==> config.mk <==
export PLATFORM = sky130hd
export DESIGN_NAME = mux_adder_alu
export DESIGN_NICKNAME = d
export VERILOG_FILES = /design/src/rtl/mux_alu_pkg.sv /design/src/rtl/alu_term_stage.sv /design/src/rtl/alu_operand_sel.sv /design/src/rtl/alu_ripple_add.sv /design/src/rtl/alu_out_reg.sv /design/src/rtl/mux_adder_alu.sv
export SDC_FILE = /design/constraint.sdc
export NUM_CORES = 1
export LEC_CHECK = 0
export BUFFER_PORTS_ARGS = -buffer_cell sky130_fd_sc_hd__buf_2
export CORE_MARGIN = 2
export CORE_UTILIZATION = 40
export CTS_CLUSTER_DIAMETER = 60
export DETAILED_ROUTE_END_ITERATION = 12
export PLACE_DENSITY_LB_ADDON = 0.12
export SYNTH_ARGS = -nofsm -noshare
export SYNTH_HDL_FRONTEND = slang
export SYNTH_SLANG_ARGS = --single-unit
==> constraint.sdc <==
create_clock -name clk -period 1.6 [get_ports clk]
set_input_delay 0.16 -clock clk [delete_from_list [all_inputs] [get_ports clk]]
set_output_delay 0.16 -clock clk [all_outputs]
set_load 0.05 [all_outputs]
==> src/rtl/mux_alu_pkg.sv <==
package mux_alu_pkg;
  localparam int unsigned OP_W = 4;

  // Field layout of the function code; each bit steers the datapath directly.
  typedef struct packed {
    logic pair_mode;  // left = A^B, right base = A&B
    logic left_zero;  // force left term to zero
    logic right_en;   // enable right term
    logic right_inv;  // invert right term and set carry-in
  } alu_ctl_t;
endpackage

==> src/rtl/alu_term_stage.sv <==
module alu_term_stage #(
  parameter int unsigned W = 8
) (
  input  logic [W-1:0] a,
  input  logic [W-1:0] b,
  output logic [W-1:0] and_t,
  output logic [W-1:0] xor_t
);
  for (genvar i = 0; i < W; i++) begin : g_bit
    assign and_t[i] = a[i] & b[i];
    assign xor_t[i] = a[i] ^ b[i];
  end
endmodule

==> src/rtl/alu_operand_sel.sv <==
module alu_operand_sel
  import mux_alu_pkg::*;
#(
  parameter int unsigned W = 8
) (
  input  alu_ctl_t     ctl,
  input  logic [W-1:0] a,
  input  logic [W-1:0] b,
  input  logic [W-1:0] and_t,
  input  logic [W-1:0] xor_t,
  output logic [W-1:0] left_op,
  output logic [W-1:0] right_op,
  output logic         cin
);
  logic [W-1:0] left_pre;
  logic [W-1:0] right_base;
  logic [W-1:0] right_pol;

  always_comb begin
    left_pre   = ctl.pair_mode ? xor_t : a;
    left_op    = ctl.left_zero ? '0 : left_pre;
    right_base = ctl.pair_mode ? and_t : b;
    right_pol  = ctl.right_inv ? ~right_base : right_base;
    right_op   = ctl.right_en ? right_pol : '0;
    cin        = ctl.right_inv;
  end
endmodule

==> src/rtl/alu_ripple_add.sv <==
module alu_ripple_add #(
  parameter int unsigned W = 8
) (
  input  logic [W-1:0] x,
  input  logic [W-1:0] y,
  input  logic         cin,
  output logic [W-1:0] sum
);
  logic [W-1:0] carry;

  assign carry[0] = cin;

  for (genvar i = 0; i < W; i++) begin : g_fa
    assign sum[i] = x[i] ^ y[i] ^ carry[i];
    if (i < W - 1) begin : g_chain
      assign carry[i+1] = (x[i] & y[i]) | (carry[i] & (x[i] ^ y[i]));
    end
  end
endmodule

==> src/rtl/alu_out_reg.sv <==
module alu_out_reg #(
  parameter int unsigned W = 8
) (
  input  logic         clk,
  input  logic         rst_n,
  input  logic         up_valid,
  output logic         up_ready,
  input  logic [W-1:0] up_data,
  output logic         dn_valid,
  input  logic         dn_ready,
  output logic [W-1:0] dn_data
);
  logic         vld_q;
  logic [W-1:0] dat_q;

  assign up_ready = !vld_q || dn_ready;
  assign dn_valid = vld_q;
  assign dn_data  = dat_q;

  always_ff @(posedge clk or negedge rst_n) begin
    if (!rst_n) begin
      vld_q <= 1'b0;
      dat_q <= '0;
    end else if (up_ready) begin
      vld_q <= up_valid;
      if (up_valid) dat_q <= up_data;
    end
  end
endmodule

==> src/rtl/mux_adder_alu.sv <==
module mux_adder_alu
  import mux_alu_pkg::*;
#(
  parameter int unsigned W = 8
) (
  input  logic            clk,
  input  logic            rst_n,
  input  logic            in_valid,
  output logic            in_ready,
  input  logic [W-1:0]    in_a,
  input  logic [W-1:0]    in_b,
  input  logic [OP_W-1:0] in_op,
  output logic            out_valid,
  input  logic            out_ready,
  output logic [W-1:0]    out_res
);
  alu_ctl_t     ctl;
  logic [W-1:0] and_t, xor_t;
  logic [W-1:0] left_op, right_op;
  logic         cin;
  logic [W-1:0] sum;

  assign ctl = alu_ctl_t'(in_op);

  alu_term_stage #(.W(W)) i_terms (
    .a(in_a), .b(in_b), .and_t(and_t), .xor_t(xor_t)
  );

  alu_operand_sel #(.W(W)) i_sel (
    .ctl(ctl), .a(in_a), .b(in_b), .and_t(and_t), .xor_t(xor_t),
    .left_op(left_op), .right_op(right_op), .cin(cin)
  );

  alu_ripple_add #(.W(W)) i_add (
    .x(left_op), .y(right_op), .cin(cin), .sum(sum)
  );

  alu_out_reg #(.W(W)) i_oreg (
    .clk(clk), .rst_n(rst_n),
    .up_valid(in_valid), .up_ready(in_ready), .up_data(sum),
    .dn_valid(out_valid), .dn_ready(out_ready), .dn_data(out_res)
  );
endmodule

Word-level counts from Yosys, hierarchy flattened
Cells that the tools add are included.
{"block": "classes", "muxes": 5, "bitwise_logic": 54, "reduce_logical": 3}
{"cell": "8-bit two-way mux", "n": 5}
{"cell": "1-bit XOR", "n": 24}
{"cell": "1-bit AND", "n": 22}
{"cell": "8-bit NOT", "n": 1}
{"cell": "1-bit OR", "n": 7}
{"cell": "2-bit AND reduction", "n": 1}
{"cell": "1-bit zero test", "n": 1}
{"cell": "1-bit logical OR", "n": 1}
{"block": "totals", "ff_bits": 9, "inputBits": 24, "elab_cells": 64}

Depth between registers and ports, before layout
{"block": "logic_depth", "word_depth": 21, "mapped_depth": 14, "depth_no_buf": 14}

By module
From an unflattened synthesis, not the netlist that was laid out.
{"block": "unflattened", "hier_cells": 80, "hier_area_um2": 994.7}
{"module": "alu_out_reg", "instances": 1, "cells_each": 20, "area_per_inst_um2": 385.4, "seq_area_each_um2": 225.2}
{"module": "alu_operand_sel", "instances": 1, "cells_each": 39, "area_per_inst_um2": 326.6, "seq_area_each_um2": 0.0}
{"module": "alu_ripple_add", "instances": 1, "cells_each": 13, "area_per_inst_um2": 182.7, "seq_area_each_um2": 0.0}
{"module": "alu_term_stage", "instances": 1, "cells_each": 8, "area_per_inst_um2": 100.1, "seq_area_each_um2": 0.0}

Worst setup path after synthesis
Ideal clock, no wire load.
{"block": "synth_timing", "kind": "in2reg", "startpoint": "input in_op[3]", "endpoint": "register i_oreg.dat_q[7] (netlist: i_oreg.dn_data[7])", "setup_time_ps": 125, "arrival_time_ps": 3604, "setup_slack_ps": -2129, "cell_stages": 14, "n_path_buf": 2, "cell_sequence": "buf_6 buf_2 mux2i_1 nor2_1 fa_1 fa_1 inv_1 fa_1 fa_1 fa_1 fa_1 fa_1 xnor3_1 mux2_2"}
{"block": "synth_between", "elab_chain_len": 20, "word_cells_on_any_way": 36, "cone_classes": "mux: 5; bitwise: 31"}
{"element": "start, declared", "line": "mux_adder_alu.sv:12", "rtl": "input logic [OP_W-1:0] in_op,"}
{"element": "8-bit two-way mux", "line": "alu_operand_sel.sv:22", "rtl": "right_base = ctl.pair_mode ? and_t : b;"}
{"element": "8-bit NOT", "line": "alu_operand_sel.sv:23", "rtl": "right_pol = ctl.right_inv ? ~right_base : right_base;"}
{"element": "8-bit two-way mux", "line": "alu_operand_sel.sv:23"}
{"element": "8-bit two-way mux", "line": "alu_operand_sel.sv:24", "rtl": "right_op = ctl.right_en ? right_pol : '0;"}
{"element": "1-bit XOR", "line": "alu_ripple_add.sv:16", "rtl": "assign carry[i+1] = (x[i] & y[i]) | (carry[i] & (x[i] ^ y[i]));"}
{"element": "1-bit AND", "line": "alu_ripple_add.sv:16"}
{"element": "1-bit OR", "line": "alu_ripple_add.sv:16"}
{"element": "1-bit AND", "line": "alu_ripple_add.sv:16"}
{"element": "[4 not listed]"}
{"element": "1-bit OR", "line": "alu_ripple_add.sv:16"}
{"element": "1-bit AND", "line": "alu_ripple_add.sv:16"}
{"element": "1-bit OR", "line": "alu_ripple_add.sv:16"}
{"element": "1-bit AND", "line": "alu_ripple_add.sv:16"}
{"element": "1-bit OR", "line": "alu_ripple_add.sv:16"}
{"element": "1-bit AND", "line": "alu_ripple_add.sv:16"}
{"element": "1-bit OR", "line": "alu_ripple_add.sv:16"}
{"element": "1-bit XOR (*)", "line": "alu_ripple_add.sv:14", "rtl": "assign sum[i] = x[i] ^ y[i] ^ carry[i];"}
{"element": "end signal, assigned", "line": "alu_out_reg.sv:26", "rtl": "if (up_valid) dat_q <= up_data;"}
{"element": "end, declared", "line": "alu_out_reg.sv:14", "rtl": "logic [W-1:0] dat_q;"}
Every way passes the cells marked *; elsewhere a longest branch is shown, timed or not.
A chain may end at the register's enable or synchronous reset.

Worst setup path after layout
{"block": "layout_timing", "startpoint": "input in_a[0]", "endpoint": "register i_oreg.dat_q[7] (netlist: i_oreg.dn_data[7])"}
{"block": "layout_between", "elab_chain_len": 21, "word_cells_on_any_way": 25, "cone_classes": "mux: 5; bitwise: 20"}
{"element": "start, declared", "line": "mux_adder_alu.sv:10", "rtl": "input logic [W-1:0] in_a,"}
{"element": "1-bit AND", "line": "alu_term_stage.sv:10", "rtl": "assign and_t[i] = a[i] & b[i];"}
{"element": "8-bit two-way mux", "line": "alu_operand_sel.sv:22"}
{"element": "8-bit NOT", "line": "alu_operand_sel.sv:23"}
{"element": "8-bit two-way mux", "line": "alu_operand_sel.sv:23"}
{"element": "8-bit two-way mux", "line": "alu_operand_sel.sv:24"}
{"element": "1-bit XOR", "line": "alu_ripple_add.sv:16"}
{"element": "1-bit AND", "line": "alu_ripple_add.sv:16"}
{"element": "1-bit OR (*)", "line": "alu_ripple_add.sv:16"}
{"element": "[5 not listed]"}
{"element": "1-bit OR (*)", "line": "alu_ripple_add.sv:16"}
{"element": "1-bit AND (*)", "line": "alu_ripple_add.sv:16"}
{"element": "1-bit OR (*)", "line": "alu_ripple_add.sv:16"}
{"element": "1-bit AND (*)", "line": "alu_ripple_add.sv:16"}
{"element": "1-bit OR (*)", "line": "alu_ripple_add.sv:16"}
{"element": "1-bit AND (*)", "line": "alu_ripple_add.sv:16"}
{"element": "1-bit OR (*)", "line": "alu_ripple_add.sv:16"}
{"element": "1-bit XOR (*)", "line": "alu_ripple_add.sv:14"}
Marks and branches as above.

==> reports/results.tsv <==
stage	metric	value	unit
global_route	grt_max_degree	11	
placement	dp_hpwl	1540	µm
worst_hold_path	hp-class	input port to register	
power	p_per_area	841	nW/µm²
floorplanning	dieArea	2730	µm²
worst_setup_path	arrival	3430	ps
worst_setup_path	slowest_delay	350	ps
power	power_frac_seq	28.4	%
worst_setup_path	cpMostUsedCell	fa_2	
timing	hold_violations	0	
logic_synthesis	yosysSeqAreaShare	24.2	%
timing	fin_hold_ws	120	ps
route	drtPass1Iterations	1	
floorplanning	fp.dieW	52.3	µm
clock_tree	root_buffer	clkbuf_4	
global_route	antenna_found_initial	0	
layout	layout_common_cells	buf_2 (31), mux2i_1 (15), nand2_1 (12), buf_4 (12), dfrtp_1 (8)	
placement	placed_cell_area	1220	µm²
timing	grt_setup_unrepaired	true	
power	power_frac_comb	56.1	%
global_route	track_usage	14.9	%
power	power.share.switching	44.3	%
timing	fin_crit_sh	206	%
worst_setup_path	worstPathRequired	1740	ps
layout	final_layout_size_suffix_gt1_share	55.6	%
route	ant_nets	0	
global_route	grt_pass1_vias	737	
worst_setup_path	cp_slowest_cell	fa_2	
floorplanning	ioPinCount	34	
worst_setup_path	worstSetupPathType	input port to register	
logic_synthesis	syn_inst	88	
power	internal_power	0.613	mW
worst_setup_path	worst_setup_path_end_kind	register	
floorplanning	placementRows	17	
logic_synthesis	yosys_warnings	0	
timing	min_period	3290	ps
layout	antenna_cells	0	
route	avgRoutedWirePerCell	10.8	µm
layout	num-fill-cells	206	
floorplanning	die_h	52.3	µm
power	p_switching	0.487	mW
worst_setup_path	worstPathMaxFanout	2	
clock_tree	cts_buffers	3	
clock_tree	post_cts_buffers	0	
clock_tree	clkTransAtPathRegs	60	ps
layout	stdcell_area	1310	µm²
timing	timing.final.ws_setup	-1690	ps
floorplanning	core_area	2210	µm²
route	vias	745	
status	status	finished with violations	
layout	final_common_cell	buf_2	
placement	portBuffers	33	
floorplanning	initial_utilization	42.1	%
route	wirelength	1730	µm
clock_tree	clock_latency	260	ps
timing	finalClockSkew	3.76	ps
clock_tree	max-clock-path-buffers	2	
clock_tree	cts_tree	built	
status	violations	setup timing	
timing	setup_violations	7	
worst_setup_path	start_kind	input port	
power	leakage	0.642	nW
global_route	grt-ovfl-total	0	
layout	area_growth	40.4	%
clock_tree	clock_sinks	9	
logic_synthesis	synth_nets	127	
route	viasPerCell	4.63	
layout	fin_nets	173	
timing	tightest_slew	251	ps
timing	slew_headroom	83.4	%
logic_synthesis	synth_area	932	µm²
logic_synthesis	ys_seq_elements	9	
timing	drv_slew	0	
worst_setup_path	crit_chain	buf_8 -> ha_4 -> mux2i_2 -> xnor2_1 -> and2_1 -> fa_2 -> fa_2 -> inv_2 -> fa_2 -> fa_2 -> fa_2 -> fa_2 -> fa_2 -> xnor3_1 -> mux2_4	
placement	gp_congestion	0.741	
power	clkPwrFrac	15.5	%
job	drv_cap	0	
clock_tree	h-tree-depth	1	
route	drc	0	
power	vdd_ir_drop_max	0.497	mV
route	drtIter0Drc	0	
logic_synthesis	syn_area_per_cell	10.6	µm²
timing	max_freq	304	MHz
global_route	grt_pass1_wl	2970	µm
logic_synthesis	yosysUniqueCellTypes	19	
==> sequential cells by signal, summed over array words and instances, names as in the netlist <==
name             count
i_oreg.dn_valid      1
i_oreg.dn_data       8
==> path summary, 6_finish.rpt <==
path / startpoint / end / slack, ps / depth (start not counted)
min reg2reg: i_oreg.dn_data[6]$_DFFE_PN0P_ / i_oreg.dn_data[6]$_DFFE_PN0P_ / 480 / 2
min: in_valid / i_oreg.dn_valid$_DFFE_PN0N_ / 120 / 2
max reg2reg: i_oreg.dn_valid$_DFFE_PN0N_ / i_oreg.dn_data[5]$_DFFE_PN0P_ / 520 / 5
max in group asynchronous: rst_n / i_oreg.dn_valid$_DFFE_PN0N_ / 1120 / 2
max: in_a[0] / i_oreg.dn_data[7]$_DFFE_PN0P_ / -1690 / 15
min in group asynchronous: rst_n / i_oreg.dn_data[6]$_DFFE_PN0P_ / 290 / 2
==> layout make-up <==
cell class	count	area (µm²)	share of cell area, %
flip-flops and latches	9	226	17.3
inverters	1	3.75	0.287
repair buffers	46	285	21.8
multi-input cells	73	732	55.9
clock buffers	4	26.3	2.01
well taps	28	35.0	2.68
==> through the flow <==
step | instances | power (mW) | TNS (ps) | setup slack, ps | util [%]
after global routing | 161 | 1.18 | -6370 | -1790 | 59.2
after detailed placement | 156 | 0.910 | -8470 | -2200 | 55.4
after floorplan | 88 | 0.748 | -6770 | -1940 | -
after CTS | 161 | 1.09 | -5810 | -1680 | 58.0
final | 161 | 1.10 | -5890 | -1690 | 59.2
after global placement | 156 | 0.899 | -8260 | -2180 | 55.4
==> power groups by stage <==
stage          registers [mW]  logic, mW  clock network, mW
3_3_place_gp            0.316      0.583                  0
3_5_place_dp            0.319      0.591                  0
2_1_floorplan           0.527      0.221                  0
4_1_cts                 0.314      0.602              0.178
6_report                0.313      0.618              0.170
5_1_grt                 0.322      0.673              0.188
==> kinds of logic (layout without fill, tap and decap cells) <==
kind of cell	Yosys count	in the layout	synth area share, %
multiplexers	20	20	21.9
AO/OA/AOI/OAI	5	5	2.68
XOR/XNOR	8	8	8.99
AND/OR/NAND/NOR	25	25	13.0
buffers and inverters	6	51	3.49
flip-flops	9	9	24.2
adder cells (fa/ha/maj)	15	15	25.8
==> worst max-delay path, delay by kind of cell <==
| kind | cells | cell delay [ps] |
|---|---|---|
| xor+xnor | 2 | 310 |
| simple gates | 1 | 150 |
| mux | 2 | 430 |
| fa+ha+maj | 8 | 2220 |
| buf+inv | 2 | 140 |
==> cell usage after synthesis <==
cell	instances	area share [%]
xnor2_1	7	6.6
and2_1	2	1.3
nor2_1	2	0.81
nor2_2	1	0.67
mux2i_1	17	18
mux2_2	3	3.6
ha_1	8	11
o21ai_0	5	2.7
xnor3_1	1	2.4
clkbuf_1	1	0.40
buf_1	1	0.40
dfrtp_1	9	24
nand2b_1	3	2.0
buf_2	2	1.1
inv_1	1	0.40
buf_6	1	1.2
nand2_1	12	4.8
or2_2	5	3.4
fa_1	7	15
==> metal layers <==
| metal | vias to the layer above | share of wire [%] | global-route usage (%) | wire (µm) |
|---|---|---|---|---|
| li1 | 384 | - | - | - |
| met1 | 332 | 45 | 17.4 | 782 |
| met2 | 25 | 48 | 26.4 | 829 |
| met3 | 4 | 5.1 | 0.857 | 89 |
| met4 | 0 | 1.7 | 8.97 | 29 |
| met5 | - | 0 | 0 | 0 |
==> repair_timing <==
action / 4_1_cts / 5_1_grt
gates resized for setup: 7 / 7
pin swaps: 3 / 1
endpoints found under the setup margin: 7 / 7
endpoints found under the hold margin: 9 / 0
cloned: 0 / 0
hold buffers: 1 / 0
(Power assumes the default switching activity.)
